**src/rtl/usbirq_pkg.sv**
```systemverilog
package usbirq_pkg;
   localparam int unsigned OFS_W = 8;

   localparam logic [OFS_W-1:0] OFS_REV      = 8'h00;
   localparam logic [OFS_W-1:0] OFS_CTL      = 8'h04;
   localparam logic [OFS_W-1:0] OFS_STAT     = 8'h08;
   localparam logic [OFS_W-1:0] OFS_SRC      = 8'h20;
   localparam logic [OFS_W-1:0] OFS_SRC_SET  = 8'h24;
   localparam logic [OFS_W-1:0] OFS_SRC_CLR  = 8'h28;
   localparam logic [OFS_W-1:0] OFS_MSK      = 8'h2C;
   localparam logic [OFS_W-1:0] OFS_MSK_SET  = 8'h30;
   localparam logic [OFS_W-1:0] OFS_MSK_CLR  = 8'h34;
   localparam logic [OFS_W-1:0] OFS_MASKED   = 8'h38;
   localparam logic [OFS_W-1:0] OFS_EOI      = 8'h3C;

   typedef struct packed {
      logic src_set;
      logic src_clr;
      logic msk_set;
      logic msk_clr;
      logic eoi;
      logic ctl;
   } wr_strobe_t;
endpackage

```
**src/rtl/usbirq_regdec.sv**
```systemverilog
module usbirq_regdec
   import usbirq_pkg::*;
#(
   parameter int unsigned AW = 8
) (
   input  logic          clk,
   input  logic          rst_n,
   input  logic [AW-1:0] addr,
   input  logic          we,
   output wr_strobe_t    stb
);
   function automatic logic hit(input logic [AW-1:0] a, input logic [OFS_W-1:0] o);
      return a == AW'(o);
   endfunction

   always_comb begin
      stb         = '0;
      stb.src_set = we && hit(addr, OFS_SRC_SET);
      stb.src_clr = we && hit(addr, OFS_SRC_CLR);
      stb.msk_set = we && hit(addr, OFS_MSK_SET);
      stb.msk_clr = we && hit(addr, OFS_MSK_CLR);
      stb.eoi     = we && hit(addr, OFS_EOI);
      stb.ctl     = we && hit(addr, OFS_CTL);
   end

   // a single access drives at most one write action
   a_r13_one_strobe: assert property (@(posedge clk) disable iff (!rst_n)
      $onehot0(stb));
   a_r13_no_strobe_idle: assert property (@(posedge clk) disable iff (!rst_n)
      !we |-> (stb == '0));
endmodule

```
**src/rtl/usbirq_screg.sv**
```systemverilog
module usbirq_screg #(
   parameter int unsigned      W          = 32,
   parameter logic [W-1:0]     VALID      = '1,
   parameter bit               HAS_HW     = 1'b1
) (
   input  logic         clk,
   input  logic         rst_n,
   input  logic [W-1:0] set_v,
   input  logic [W-1:0] clr_v,
   input  logic [W-1:0] hw_v,
   output logic [W-1:0] q
);
   logic [W-1:0] nxt;
   logic [W-1:0] hw_eff;

   generate
      if (HAS_HW) begin : g_hw
         assign hw_eff = hw_v & VALID;
         always_comb nxt = ((q | (set_v & VALID) | hw_eff) & ~(clr_v & ~hw_eff)) & VALID;
      end else begin : g_sw
         assign hw_eff = '0;
         always_comb nxt = ((q | (set_v & VALID)) & ~clr_v) & VALID;
      end
   endgenerate

   always_ff @(posedge clk or negedge rst_n) begin
      if (!rst_n) q <= '0;
      else        q <= nxt;
   end

   // requested set bits are high the next cycle
   a_r4_set_lands: assert property (@(posedge clk) disable iff (!rst_n)
      1'b1 |=> ((q & $past(set_v & VALID & ~clr_v)) == $past(set_v & VALID & ~clr_v)));
   // cleared bits without a hardware event are low the next cycle
   a_r5_clear_lands: assert property (@(posedge clk) disable iff (!rst_n)
      1'b1 |=> ((q & $past(clr_v & ~hw_eff)) == '0));
   // hardware event wins over a software clear
   a_r8_hw_wins: assert property (@(posedge clk) disable iff (!rst_n)
      1'b1 |=> ((q & $past(hw_eff)) == $past(hw_eff)));
   // bits outside the layout never set
   a_r3_layout: assert property (@(posedge clk) disable iff (!rst_n)
      (q & ~VALID) == '0);
endmodule

```
**src/rtl/usbirq_gate.sv**
```systemverilog
module usbirq_gate (
   input  logic clk,
   input  logic rst_n,
   input  logic pend,
   input  logic eoi_wr,
   output logic irq
);
   logic armed;
   logic fire;

   assign fire = armed && pend;

   always_ff @(posedge clk or negedge rst_n) begin
      if (!rst_n) begin
         armed <= 1'b1;
         irq   <= 1'b0;
      end else begin
         irq <= fire || (irq && pend);
         if (eoi_wr)    armed <= 1'b1;
         else if (fire) armed <= 1'b0;
      end
   end

   // a disarmed, low line stays low without an end-of-interrupt write
   a_r10_hold_off: assert property (@(posedge clk) disable iff (!rst_n)
      (!armed && !irq && !eoi_wr) |=> !irq);
   // a rise is always consumed from the armed state
   a_r10_rise_disarms: assert property (@(posedge clk) disable iff (!rst_n)
      ($rose(irq) && !$past(eoi_wr)) |-> !armed);
   // nothing pending means the line drops next cycle
   a_r9_drop: assert property (@(posedge clk) disable iff (!rst_n)
      !pend |=> !irq);
   // armed and pending raises the line next cycle
   a_r9_rise: assert property (@(posedge clk) disable iff (!rst_n)
      (armed && pend) |=> irq);
endmodule

```
**src/rtl/usbirq_wrap.sv**
```systemverilog
module usbirq_wrap
   import usbirq_pkg::*;
#(
   parameter int unsigned   AW       = 8,
   parameter int unsigned   DW       = 32,
   parameter int unsigned   NUM_TX   = 5,
   parameter int unsigned   NUM_RX   = 4,
   parameter int unsigned   RX_EP0   = 8,
   parameter int unsigned   NUM_CORE = 9,
   parameter int unsigned   CORE_LSB = 16,
   parameter logic [31:0]   REVISION = 32'h4E31_0107
) (
   input  logic                clk,
   input  logic                rst_n,
   input  logic [AW-1:0]       bus_addr,
   input  logic                bus_we,
   input  logic [DW-1:0]       bus_wdata,
   output logic [DW-1:0]       bus_rdata,
   input  logic [NUM_TX-1:0]   tx_evt,
   input  logic [NUM_RX-1:0]   rx_evt,
   input  logic [NUM_CORE-1:0] core_evt,
   input  logic                vbus_drv_i,
   output logic                core_soft_rst,
   output logic                irq_out
);
   localparam int unsigned RX_LSB = RX_EP0 + 1;
   localparam logic [DW-1:0] TX_FIELD   = DW'((64'd1 << NUM_TX) - 1);
   localparam logic [DW-1:0] RX_FIELD   = DW'(((64'd1 << NUM_RX) - 1) << RX_LSB);
   localparam logic [DW-1:0] CORE_FIELD = DW'(((64'd1 << NUM_CORE) - 1) << CORE_LSB);
   localparam logic [DW-1:0] VALID      = TX_FIELD | RX_FIELD | CORE_FIELD;

   generate
      if (AW < OFS_W)                     begin : g_chk_aw   $error("AW too small for the map"); end
      if (DW < 32)                        begin : g_chk_dw   $error("DW must be at least 32"); end
      if (NUM_TX > RX_EP0)                begin : g_chk_tx   $error("tx field overlaps rx field"); end
      if (RX_LSB + NUM_RX > CORE_LSB)     begin : g_chk_rx   $error("rx field overlaps core field"); end
      if (CORE_LSB + NUM_CORE > DW)       begin : g_chk_core $error("core field exceeds word"); end
      if (REVISION == 32'd0)              begin : g_chk_rev  $error("revision must be nonzero"); end
   endgenerate

   wr_strobe_t   stb;
   logic [DW-1:0] hw_vec;
   logic [DW-1:0] src_q;
   logic [DW-1:0] msk_q;
   logic [DW-1:0] masked;
   logic          soft_q;

   usbirq_regdec #(.AW(AW)) u_dec (
      .clk   (clk),
      .rst_n (rst_n),
      .addr  (bus_addr),
      .we    (bus_we),
      .stb   (stb)
   );

   always_comb begin
      hw_vec = DW'(tx_evt) | (DW'(rx_evt) << RX_LSB) | (DW'(core_evt) << CORE_LSB);
   end

   usbirq_screg #(.W(DW), .VALID(VALID), .HAS_HW(1'b1)) u_src (
      .clk   (clk),
      .rst_n (rst_n),
      .set_v (stb.src_set ? bus_wdata : '0),
      .clr_v (stb.src_clr ? bus_wdata : '0),
      .hw_v  (hw_vec),
      .q     (src_q)
   );

   usbirq_screg #(.W(DW), .VALID(VALID), .HAS_HW(1'b0)) u_msk (
      .clk   (clk),
      .rst_n (rst_n),
      .set_v (stb.msk_set ? bus_wdata : '0),
      .clr_v (stb.msk_clr ? bus_wdata : '0),
      .hw_v  ('0),
      .q     (msk_q)
   );

   assign masked = src_q & msk_q;

   usbirq_gate u_gate (
      .clk    (clk),
      .rst_n  (rst_n),
      .pend   (|masked),
      .eoi_wr (stb.eoi),
      .irq    (irq_out)
   );

   always_ff @(posedge clk or negedge rst_n) begin
      if (!rst_n) soft_q <= 1'b0;
      else        soft_q <= stb.ctl && bus_wdata[0];
   end
   assign core_soft_rst = soft_q;

   always_comb begin
      bus_rdata = '0;
      if      (bus_addr == AW'(OFS_REV))    bus_rdata = DW'(REVISION);
      else if (bus_addr == AW'(OFS_STAT))   bus_rdata = DW'(vbus_drv_i);
      else if (bus_addr == AW'(OFS_SRC))    bus_rdata = src_q;
      else if (bus_addr == AW'(OFS_MSK))    bus_rdata = msk_q;
      else if (bus_addr == AW'(OFS_MASKED)) bus_rdata = masked;
   end

   // a pulse traces back to a control write with bit 0 set
   a_r12_pulse_cause: assert property (@(posedge clk) disable iff (!rst_n)
      core_soft_rst |-> $past(bus_we && bus_addr == AW'(OFS_CTL) && bus_wdata[0]));
   // read-only offsets leave source and mask unchanged
   a_r13_ro_write: assert property (@(posedge clk) disable iff (!rst_n)
      (bus_we && (bus_addr == AW'(OFS_SRC) || bus_addr == AW'(OFS_MSK)) && hw_vec == '0)
      |=> ($stable(src_q) && $stable(msk_q)));
   // line high implies a masked bit was pending the cycle before
   a_r7_irq_cause: assert property (@(posedge clk) disable iff (!rst_n)
      irq_out |-> ($past(masked) != '0));
endmodule

```
**config.mk**
```make
export PLATFORM = sky130hd
export DESIGN_NAME = usbirq_wrap
export DESIGN_NICKNAME = d
export VERILOG_FILES = /design/src/rtl/usbirq_pkg.sv /design/src/rtl/usbirq_regdec.sv /design/src/rtl/usbirq_screg.sv /design/src/rtl/usbirq_gate.sv /design/src/rtl/usbirq_wrap.sv
export SDC_FILE = /design/constraint.sdc
export NUM_CORES = 1
export LEC_CHECK = 0
export BUFFER_PORTS_ARGS = -buffer_cell sky130_fd_sc_hd__clkbuf_2
export CAP_MARGIN = 20
export CORE_ASPECT_RATIO = 0.7
export CORE_MARGIN = 1.5
export CORE_UTILIZATION = 25
export DETAILED_ROUTE_END_ITERATION = 7
export SYNTH_ARGS = -nofsm -noshare
export SYNTH_HDL_FRONTEND = slang
export SYNTH_HIERARCHICAL = 1
export SYNTH_SLANG_ARGS = --single-unit
```
**constraint.sdc**
```tcl
create_clock -name clk -period 4.85 [get_ports clk]
set_input_delay 0 -clock clk [delete_from_list [all_inputs] [get_ports clk]]
set_output_delay 0 -clock clk [all_outputs]
set_load 0.005 [all_outputs]
```
==> results summary, run 1 <==
At the placement stage, the worst setup path has a slack of roughly 2700 ps. The antenna diode count is 0. The number of failing setup endpoints in the final timing report is 0. The clock-pin slew reported for the worst setup and hold paths after clock tree synthesis is ~60 ps. The highest ir drop seen on vdd is 118 µV. The number of warnings printed during yosys synthesis is 6.

Measured against its own limit, the worst slew margin works out to between 30% and 40%. The remaining number of nets flagged by the antenna check after routing is 0. The TritonCTS buffer count came out at 5. TritonCTS built the clock tree. The fmax came out at between 500 and 600 MHz. The synthesized area is 3270 µm².

Of the cells placed in the final design, the portion with a size suffix greater than 1 is around 26%. Once detailed placement completed, the half-perimeter wirelength came to between 7 and 8 mm. The required time of the critical path came out at approximately 4900 ps. STA classifies the critical path startpoint as an input port. At the pin with the least slew margin, the transition time is a little over 900 ps. The via count of the first global-routing pass is slightly below 3000.

Setup repair after global routing left no endpoint under its margin. The die is about 140 µm wide. The synthesized area per cell came out at between 8 and 9 µm². The wire length of the first global-routing pass came out at around 16 mm.

The overall track demand over capacity in global routing came out at 14.7%. The insertion delay to the later sink of the worst-skew pair is around 290 ps. The routed via count is around 3000. The number of remaining DRC errors came out at 7.

The deepest level of the CTS H-tree is 2. The number of violations reported at the end of detailed-routing iteration 0 is ~200. The mean routed wirelength per cell came out at about 16 µm.

The number of placed I/O pins came out at 96. The number of pins with negative max-slew slack in the final report is 0. The sequential cell area in the final layout came out at a little under 1000 µm².

The die height came out at 98.7 µm. For the final routed database, the setup TNS stands at 0 ps. The core region is ~13000 µm². The worst hold path belongs to the class input port to register. The buffer levels on the longest clock path came out at 2. The post-layout worst setup margin came out at 2910 ps. The effective utilization at floorplan is about a quarter.

The checks that failed: DRC. The flow ran to the end, but the final reports show violations. The cell count after synthesis came out at 370. The number of max-capacitance violations reported came out at 0. After global routing the overflow that remains totals 0. The quantity of I/O buffers inserted on ports is 72.

The total count of hold-check failures in the final report is 0. Using the TritonRoute via totals, the vias-per-cell ratio works out to slightly below 5. The number of iterations in the first detailed-routing pass came out at 7. The total clock sinks is 39. For this block, the routed nets add up to 9.98 mm of wire. The filler cell count in the final layout is around 1300. Entering global routing, the biggest net connects 40 pins. Power spread over the standard cell area amounts to slightly below 200 nW/µm². In this run the static leakage power is approximately 1.9 nW. The initial antenna violation count was 0. Summing all multi-input logic gate instances after layout gives between 2000 and 2500 µm². For the final database, setup skew stands at roughly 4.2 ps. The type of destination of the critical path is an output port. The largest fanout on the critical path is 12. The arrival time of data at the critical path endpoint is roughly 1900 ps.

The tree is rooted in a clkbuf_16. The critical path is of the input port to output port type. The post-route fraction of the period consumed by the critical path came out at about 40%. The number of setup buffers added after CTS is 0. The final layout contains 512 nets. The die covers ~14000 µm². In this run the core area contains 34 standard-cell rows. The final weighted congestion of routability-driven global placement is 0.782. The growth of design area from synthesis to finish came out at 23.0%. The time the final worst path needs with I/O delays and setup came out at just under 2000 ps.
layout make-up:
class / instances / area share (%)
clock inverters: 3 / 0.373
repair buffers: 99 / 15.7
flip-flops and latches: 39 / 24.3
multi-input cells: 302 / 51.2
inverters: 3 / 0.280
well taps: 162 / 5.04
clock buffers: 5 / 3.11
flip-flops by register name, indices dropped and copies added, names as in the netlist:
| register | flops |
|---|---|
| u_msk/q | 18 |
| u_src/q | 18 |
| core_soft_rst | 1 |
| u_gate/armed | 1 |
| u_gate/irq | 1 |
placed cells by master (no fill, tap or decap), types with 8 or more instances in the layout:
master / n
a21o_1: 22
a21oi_1: 10
a221o_1: 10
a22oi_1: 8
a31oi_1: 10
a32o_1: 11
and2_1: 74
clkbuf_2: 72
conb_1: 28
dfrtp_1: 38
dlygate4sd3_1: 20
nand2_1: 11
nor2_1: 31
o21ai_1: 10
o21ba_1: 18
o21bai_2: 18
worst paths after layout:
kind / from / endpoint / slack [ps] / cells past startpoint
min: bus_wdata[18] / u_src/q[18] / 50 / 3
max reg2reg: u_src/q[23] / u_gate/armed / 2990 / 6
min reg2reg: u_msk/q[12] / u_msk/q[12] / 520 / 1
min in group asynchronous: rst_n / u_msk/q[16] / 110 / 2
max: bus_addr[1] / bus_rdata[4] / 2910 / 6
max in group asynchronous: rst_n / u_gate/armed / 4200 / 3
worst max-delay path, stage by stage:
cell and delay [ps]:
clkbuf_2 120, nor3_2 770, nand3_1 540, nor2_1 230, a221o_1 160, clkbuf_2 120
timing repair:
item | 4_1_cts | 5_1_grt
hold endpoints to repair | 57 | 0
gates resized for setup | 0 | 0
hold buffers | 20 | 0
per-layer routing:
metal / global-route usage, % / up-vias / wire length (µm)
li1: - / 1437 / -
met1: 20.9 / 1432 / 4860
met2: 22.8 / 85 / 4410
met3: 3.74 / 6 / 644
met4: 2.51 / 0 / 66
met5: 0 / - / 0
report_power, final:
group	internal, mW	switching, mW
Combinational	0.0617	0.0636
Sequential	0.336	0.00985
Clock	0.188	0.138
Total	0.585	0.212
through the flow:
| step | std cells | hold slack, ps | power, mW | area [µm²] | utilization (%) |
|---|---|---|---|---|---|
| after floorplan | 396 | -296 | 0.423 | 3370 | - |
| after global placement | 582 | 197 | 0.457 | 3640 | 28.9 |
| after detailed placement | 582 | 197 | 0.461 | 3640 | 28.9 |
| after CTS | 610 | 44.3 | 0.807 | 3980 | 31.6 |
| after global routing | 613 | 59.5 | 0.841 | 4020 | 31.9 |
| final | 613 | 48.7 | 0.797 | 4020 | 31.9 |
No activity file was read; power rests on OpenSTA's default activity.
==> run 2: changes to the inputs <==
==> constraint.sdc (replaced) <==
create_clock -name clk -period 1.9 [get_ports clk]
set_input_delay 0 -clock clk [delete_from_list [all_inputs] [get_ports clk]]
set_output_delay 0 -clock clk [all_outputs]
set_load 0.005 [all_outputs]
==> run 2 against run 1 <==
The run still ends with DRC left. Clock-buffer cell count increased by 2. Routed wire length shrank 1.2%. Clock power rose to 2.7 times the previous value. Worst hold slack worse by 5.2 ps. Critical path depth unchanged. Sequential share of layout area decreased by 0.22 points. Utilization is 0.29 points higher. Sequential power grew to 2.6 times the previous value. Non-clock buffer count grew 4. Register-to-register slack got worse by 2900 ps. Setup slack worse by 2800 ps. Critical path type is now register to register. Critical endpoint is now u_gate/armed. Largest power group unchanged. Highest routed layer unchanged.
==> results summary, run 2 (same netlist as run 1, synthesis figures left out) <==
The placed instance area came out at 3700 µm² (+1.6%). The sum of net half-perimeters after detailed placement is 7.35 mm (+1.1%). The post-layout worst setup margin is 109 ps (-2800 ps). The layer with the highest usage after global routing is met2. The part of the total power dissipated in sequential elements is 42.4% (-1.0 points). The slew at the pin closest to its max-slew limit is 572 ps (-350 ps).

The time the final worst path needs with I/O delays and setup came out at around 1800 ps. The TritonCTS buffer count was 5 (unchanged). The worst relative slew slack is 61.9% (+24 points). The growth of design area from synthesis to finish came out at 24.1%. The quantity of I/O buffers inserted on ports came out at 72 (unchanged). The initial antenna violation count is 1 (+1).

The die height came out at 98.7 µm (unchanged). The final global-route overflow total is 0 (unchanged). The root buffer cell is clkbuf_16. In this run the critical register-to-register path is captured at u_gate/armed.

The number of iterations in the first detailed-routing pass came out at 6 (-1). The number of remaining DRC errors came out at 14 (+7). For hold timing, the worst endpoint is u_src/q[1]. The highest ir drop seen on vdd was 358 µV (+200%). The net switching power came out at 0.543 mW (+160%).

The remaining number of nets flagged by the antenna check after routing was 0 (unchanged). The core region area was 12600 µm² (unchanged). The overall routed net length came out at 9.86 mm (-1.2%). The share of final-layout standard cells stronger than drive strength 1 came out at 26.4% (+0.43 points).

The sequential cell area in the final layout came out at 977 µm² (unchanged). The number of standard-cell rows in the floorplan was 34 (unchanged). The global routing met1 resource utilization is 21.0% (+0.030 points). The final weighted congestion of routability-driven global placement was 0.782 (about the same).

The summed area of non-filler cells in the final layout came out at 4060 µm² (+0.90%). The worst setup path is launched from a register. The proportion of power drawn by the clock network is 42.2% (+1.3 points). The met2 capacity usage during global routing is 22.0% (-0.77 points). The number of pins with negative max-slew slack in the final report came to 0 (unchanged). The post-layout total power came out at 2.08 mW (+160%). The tightest min-delay check is of the input port to register type. The final-layout setup total negative slack was 0 ps (unchanged). The run finished, with violations left. The number of cells traversed by the worst register-to-register path is 6 (unchanged). The number of max-capacitance violations reported is 0 (unchanged). The library cells used most frequently in the layout, excluding fill and tap cells, are 74 x and2_1, 72 x clkbuf_2, 38 x dfrtp_1, 31 x nor2_1, 28 x conb_1. The largest registers in the layout are u_msk/q: 18 flops, u_src/q: 18 flops. The static power due to leakage came to 1.93 nW (+1.0%). The critical path is of the register to register type.

The effective utilization at floorplan is 26.0% (unchanged). The hold path startpoint is bus_wdata[1]. The worst clock skew on the final layout came out at 3.91 ps (-0.284 ps).

The library cell used most frequently in the layout, excluding fill and tap cells, is and2_1. The number of failing setup endpoints in the final timing report is 0 (unchanged). The final reports fail on DRC. The reg2reg setup slack came to 110 ps (-2880 ps). The number of violations reported at the end of detailed-routing iteration 0 was 183 (-8.0%). The worst setup slack after placement came out at 101 ps (-2560 ps).

The via-per-instance ratio is 4.74 (-1.7%). The arrival time of data at the critical path endpoint is 2020 ps (+80 ps). The wire length of the first global-routing pass is 15.6 mm (-1.4%). The global-route met3 utilization came to 4.23% (+0.49 points). The insertion delay to the later sink of the worst-skew pair was 290 ps (about the same).

The type of destination of the critical path is a register. The startpoint identified for the worst register-to-register timing path is u_src/q[23]. The required time of the critical path came out at 2130 ps (-2720 ps).

The clock-pin slew reported for the worst setup and hold paths after clock tree synthesis came to 60 ps (about the same). The routed via count came out at 2932 (-0.95%). The number of placed I/O pins came out at 96 (unchanged).

The via count of the first global-routing pass is 2867 (-1.3%). The width of the chip is 140 µm (unchanged). The total clock sinks came out at 39 (unchanged). The filler cell count in the final layout came out at 1298 (-1.1%).

The mean routed wirelength per cell came out at 16.0 µm (-2.0%). The instance count along the most critical hold path is 3 (unchanged). The largest fanout on the critical path is 4 (-8).

The area taken by multi-input logic gates came out at 2060 µm² (unchanged). The switching share of power came out at 26.0% (-0.52 points). The buffer levels on the longest clock path was 2 (unchanged). The pin count of the biggest net entering global routing is 22 (-45%). The total count of hold-check failures in the final report is 0 (unchanged).

The overall track demand over capacity in global routing is 14.6% (-0.095 points). The cell-internal power came out at 1.54 mW (+160%). The combinational share of power is 15.4% (-0.3 points). Timing would allow up to approximately 560 MHz.

The count of instances resized after the clock tree is built is 0 (unchanged). The power density over the cells is 514 nW/µm² (+160%). The post-route fraction of the period consumed by the critical path came out at ~94%. The full die area is 13800 µm² (unchanged). TritonCTS built the clock tree. The deepest level of the CTS H-tree is 2 (unchanged). The final net count came to 516 (+0.78%).
run 2: how the worst max path moves through the flow:
stage	cells after the start	to	slack, ps	from
after floorplan	6	u_gate/armed	300	u_src/q[23]
after global placement	6	u_gate/armed	120	u_src/q[23]
after detailed placement	6	u_gate/armed	100	u_src/q[23]
after CTS	6	u_gate/armed	80	u_src/q[23]
after global routing	6	u_gate/armed	-7	u_src/q[23]
final	6	u_gate/armed	110	u_src/q[23]
run 2: cell type report:
class | count | share of cell area, %
antenna | 1 | 0.0617
timing repair buffer | 103 | 16.2
clock buffer | 7 | 3.51
clock inverter | 1 | 0.216
inverter | 3 | 0.277
tap | 162 | 4.99
multi-input combinational | 302 | 50.7
sequential | 39 | 24.1
run 2: layer usage:
layer  routed length, µm  part of all wire (%)
met1                4830                    49
met2                4280                    43
met3                 697                   7.1
met4                  48                  0.49
met5                   0                     0
run 2: through the flow:
stage                     utilization (%)  instances  hold WS [ps]
after floorplan                         -        396          -296
after global placement               29.4        588          14.4
after CTS                            32.2        616          43.2
final                                32.2        618          43.4
after global routing                 32.2        617          49.8
after detailed placement             29.4        588          28.2
run 2: power groups by stage:
stage	logic (mW)	registers [mW]	clock network, mW
3_5_place_dp	0.285	0.898	0
4_1_cts	0.320	0.883	0.899
2_1_floorplan	0.191	0.889	0
5_1_grt	0.359	0.886	0.945
6_report	0.322	0.884	0.879
3_3_place_gp	0.278	0.897	0
run 2: what timing repair did:
| action | in CTS | in global routing |
|---|---|---|
| setup buffers | 0 | 1 |
| endpoints found under the hold margin | 38 | 0 |
| setup endpoints to repair | 0 | 1 |
| hold buffers | 20 | 0 |
run 2: worst max-delay path, cell delays in order (launching register included):
cell      delay, ps
dfrtp_1         410
a22o_1          250
a221oi_2        220
nand4_1         130
or4_1           520
inv_1            90
a21o_1          120
==> run 3: changes to the inputs <==
==> constraint.sdc (replaced) <==
create_clock -name clk -period 1.85 [get_ports clk]
set_input_delay 0 -clock clk [delete_from_list [all_inputs] [get_ports clk]]
set_output_delay 0 -clock clk [all_outputs]
set_load 0.005 [all_outputs]
==> run 3 against run 2 <==
Clock-buffer cell count fell by 1. Power rose by 9.8%. Non-clock buffer count did not move. First-iteration DRC count rose by 11%. Largest power group is now clock. The flow still finishes with violations (DRC). Worst hold slack got worse by 4.7 ps. Critical endpoint unchanged. Final cell count did not move. Design area rose by 1.1%.
==> results summary, run 3 (same netlist as run 1, synthesis figures left out) <==
The number of violations reported at the end of detailed-routing iteration 0 came to 204 (+11%). The final global-route overflow total came out at 0 (unchanged). The final-layout setup total negative slack was 0 ps (unchanged).

The switching share of power is 24.9% (-1.1 points). The number of standard-cell rows in the floorplan was 34 (unchanged). The effective utilization at floorplan is 26.0% (unchanged). The worst setup path is captured at a register. The mean routed wirelength per cell is 16.3 µm (+2.1%). The proportion of power drawn by the clock network came out at 45.8% (+3.6 points). The pin count of the biggest net entering global routing came out at 22 (unchanged). The largest registers in the layout are u_msk/q: 18 flops, u_src/q: 18 flops. The post-placement cell count is 589 (+0.17%). The share of final-layout standard cells stronger than drive strength 1 is 27.3% (+0.88 points). The routed via count came to 2973 (+1.4%). The static power due to leakage came out at 1.95 nW (+0.89%).

The quantity of I/O buffers inserted on ports came to 72 (unchanged). The deepest level of the CTS H-tree is 2 (unchanged). The combinational share of power came out at 14.6% (-0.8 points). The filler cell count in the final layout is 1325 (+2.1%). The final net count came to 516 (unchanged).

The worst hold path belongs to the class input port to register. The number of iterations in the first detailed-routing pass came out at 7 (+1). The total clock sinks came out at 39 (unchanged). The post-route fraction of the period consumed by the critical path came out at 91.3% (-3.0 points). The arrival time of data at the critical path endpoint was 1930 ps (-90 ps). In the layout the commonest cells are 74 x and2_1, 72 x clkbuf_2, 38 x dfrtp_1, 31 x nor2_1, 28 x conb_1.

The final design utilization is 32.6% (+0.35 points). The number of pins with negative max-slew slack in the final report came out at 0 (unchanged). The number of placed I/O pins was 96 (unchanged). The core region area came to 12600 µm² (unchanged).

The slew at the pin closest to its max-slew limit is 577 ps (+4.69 ps). The non-filler instance count after layout is 618 (unchanged). The insertion delay to the later sink of the worst-skew pair came out at 290 ps (about the same).

TritonCTS built the clock tree. The required time of the critical path is 2090 ps (-40 ps). The width of the chip is 140 µm (unchanged). The number of max-capacitance violations reported is 0 (unchanged).

The worst relative slew slack came out at 61.6% (-0.31 points). The via-per-instance ratio is 4.81 (+1.4%). The post-layout worst setup margin is 161 ps (+52.1 ps). The TritonCTS buffer count is 5 (unchanged). The overall routed net length is 10.1 mm (+2.1%). The wire length of the first global-routing pass was 15.6 mm (about the same). The buffer levels on the longest clock path came to 2 (unchanged). The sum of net half-perimeters after detailed placement came out at 7.46 mm (+1.6%).

The largest fanout on the critical path is 4 (unchanged). The part of the total power dissipated in sequential elements is 39.6% (-2.8 points). STA classifies the critical path startpoint as a register. The post-CTS setup buffer count came out at 0 (unchanged).

The net switching power is 0.571 mW (+5.2%). The remaining number of nets flagged by the antenna check after routing is 0 (unchanged). The via count of the first global-routing pass came out at 2854 (-0.45%). The total count of hold-check failures in the final report came out at 0 (unchanged).

The die height is 98.7 µm (unchanged). The classification of the worst setup path is register to register. The reg2reg setup slack is 160 ps (+50 ps).

The worst clock skew on the final layout is 6.78 ps (+2.87 ps). The final weighted congestion of routability-driven global placement is 0.811 (+3.7%). The full die area came out at 13800 µm² (unchanged). The most common cell after layout, fill and taps aside is and2_1. The worst setup slack after placement is 49.0 ps (-52.3 ps).

The highest ir drop seen on vdd is 331 µV (-7.4%). The cell-internal power came out at 1.72 mW (+11%). The number of remaining DRC errors is 14 (unchanged). The placed instance area is 3700 µm² (+0.20%). The root buffer cell is clkbuf_16. The power density over the cells is 558 nW/µm² (+8.7%).

The summed area of non-filler cells in the final layout is 4100 µm² (+1.1%). The fmax is 592 MHz (+6.0%). The flow ran to the end, but the final reports show violations. The initial antenna violation count came out at 1 (unchanged). The growth of design area from synthesis to finish is 25.5%. The overall track demand over capacity in global routing is 14.8% (+0.15 points). The time the final worst path needs with I/O delays and setup is 1690 ps (-102 ps). Setup repair after global routing left no endpoint under its margin.

The number of failing setup endpoints in the final timing report is 0 (unchanged). The checks that failed: DRC. The clock-pin slew reported for the worst setup and hold paths after clock tree synthesis came out at 60 ps (about the same).
==> run 3: cell types whose count changed in the layout (fill, tap and decap cells not counted) <==
| cell | previous run | this run |
|---|---|---|
| a221oi_4 | 0 | 1 |
| inv_1 | 3 | 2 |
| a221oi_1 | 1 | 0 |
| or4_4 | 0 | 1 |
| inv_2 | 0 | 1 |
| or4_1 | 3 | 2 |
| clkinv_2 | 0 | 1 |
| clkinv_4 | 1 | 0 |
| clkbuf_1 | 1 | 0 |
| bufinv_16 | 0 | 1 |
==> run 3: worst paths after layout <==
path | depth (start not counted) | from | end
worst max-delay path | 6 | u_src/q[23] | u_gate/armed
worst min-delay path | 3 | bus_wdata[1] | u_src/q[1]
worst max register to register | 6 | u_src/q[23] | u_gate/armed
worst min register to register | 1 | u_msk/q[9] | u_msk/q[9]
max in group asynchronous | 3 | rst_n | u_gate/armed
min in group asynchronous | 2 | rst_n | u_src/q[16]
==> run 3: metal layers <==
metal | track usage, % | wire [µm]
met3 | 4.32 | 882
met5 | 0 | 0
met4 | 3.16 | 68
met2 | 22.3 | 4410
met1 | 20.9 | 4700
==> run 3: cell type report <==
| type | count | area (µm²) | share of cell area, % |
|---|---|---|---|
| multi-input cells | 302 | 2080 | 50.7 |
| flip-flops and latches | 39 | 977 | 23.8 |
| repair buffers | 103 | 656 | 16.0 |
| well taps | 162 | 203 | 4.94 |
| clock buffers | 6 | 139 | 3.39 |
| clock inverters | 2 | 35.0 | 0.854 |
| inverters | 3 | 11.3 | 0.274 |
| diodes | 1 | 2.50 | 0.0610 |
==> run 3: through the flow <==
step	hold WS, ps	power, mW
after detailed placement	20.4	1.21
after CTS	30.9	2.33
after global placement	15.2	1.21
after global routing	55.0	2.41
after floorplan	-296	1.11
final	38.7	2.29
==> run 3: worst max-delay path, cell delays in order (launching register included) <==
cell      delay (ps)
dfrtp_1          410
a22o_1           240
a221oi_4         250
nand4_1          130
or4_4            430
inv_2             70
a21o_1           100
==> run 3: repair_timing <==
action | CTS | global route
hold endpoints to repair | 38 | 0
gates resized for setup | 0 | 4
hold buffers | 20 | 0
setup endpoints to repair | 0 | 2
==> run 3: power groups by stage <==
stage	clock network, mW	registers, mW	logic [mW]
finish	1.05	0.908	0.333
global placement	0	0.922	0.284
floorplan	0	0.913	0.196
global route	1.12	0.912	0.371
detailed placement	0	0.923	0.289
CTS	1.09	0.908	0.324
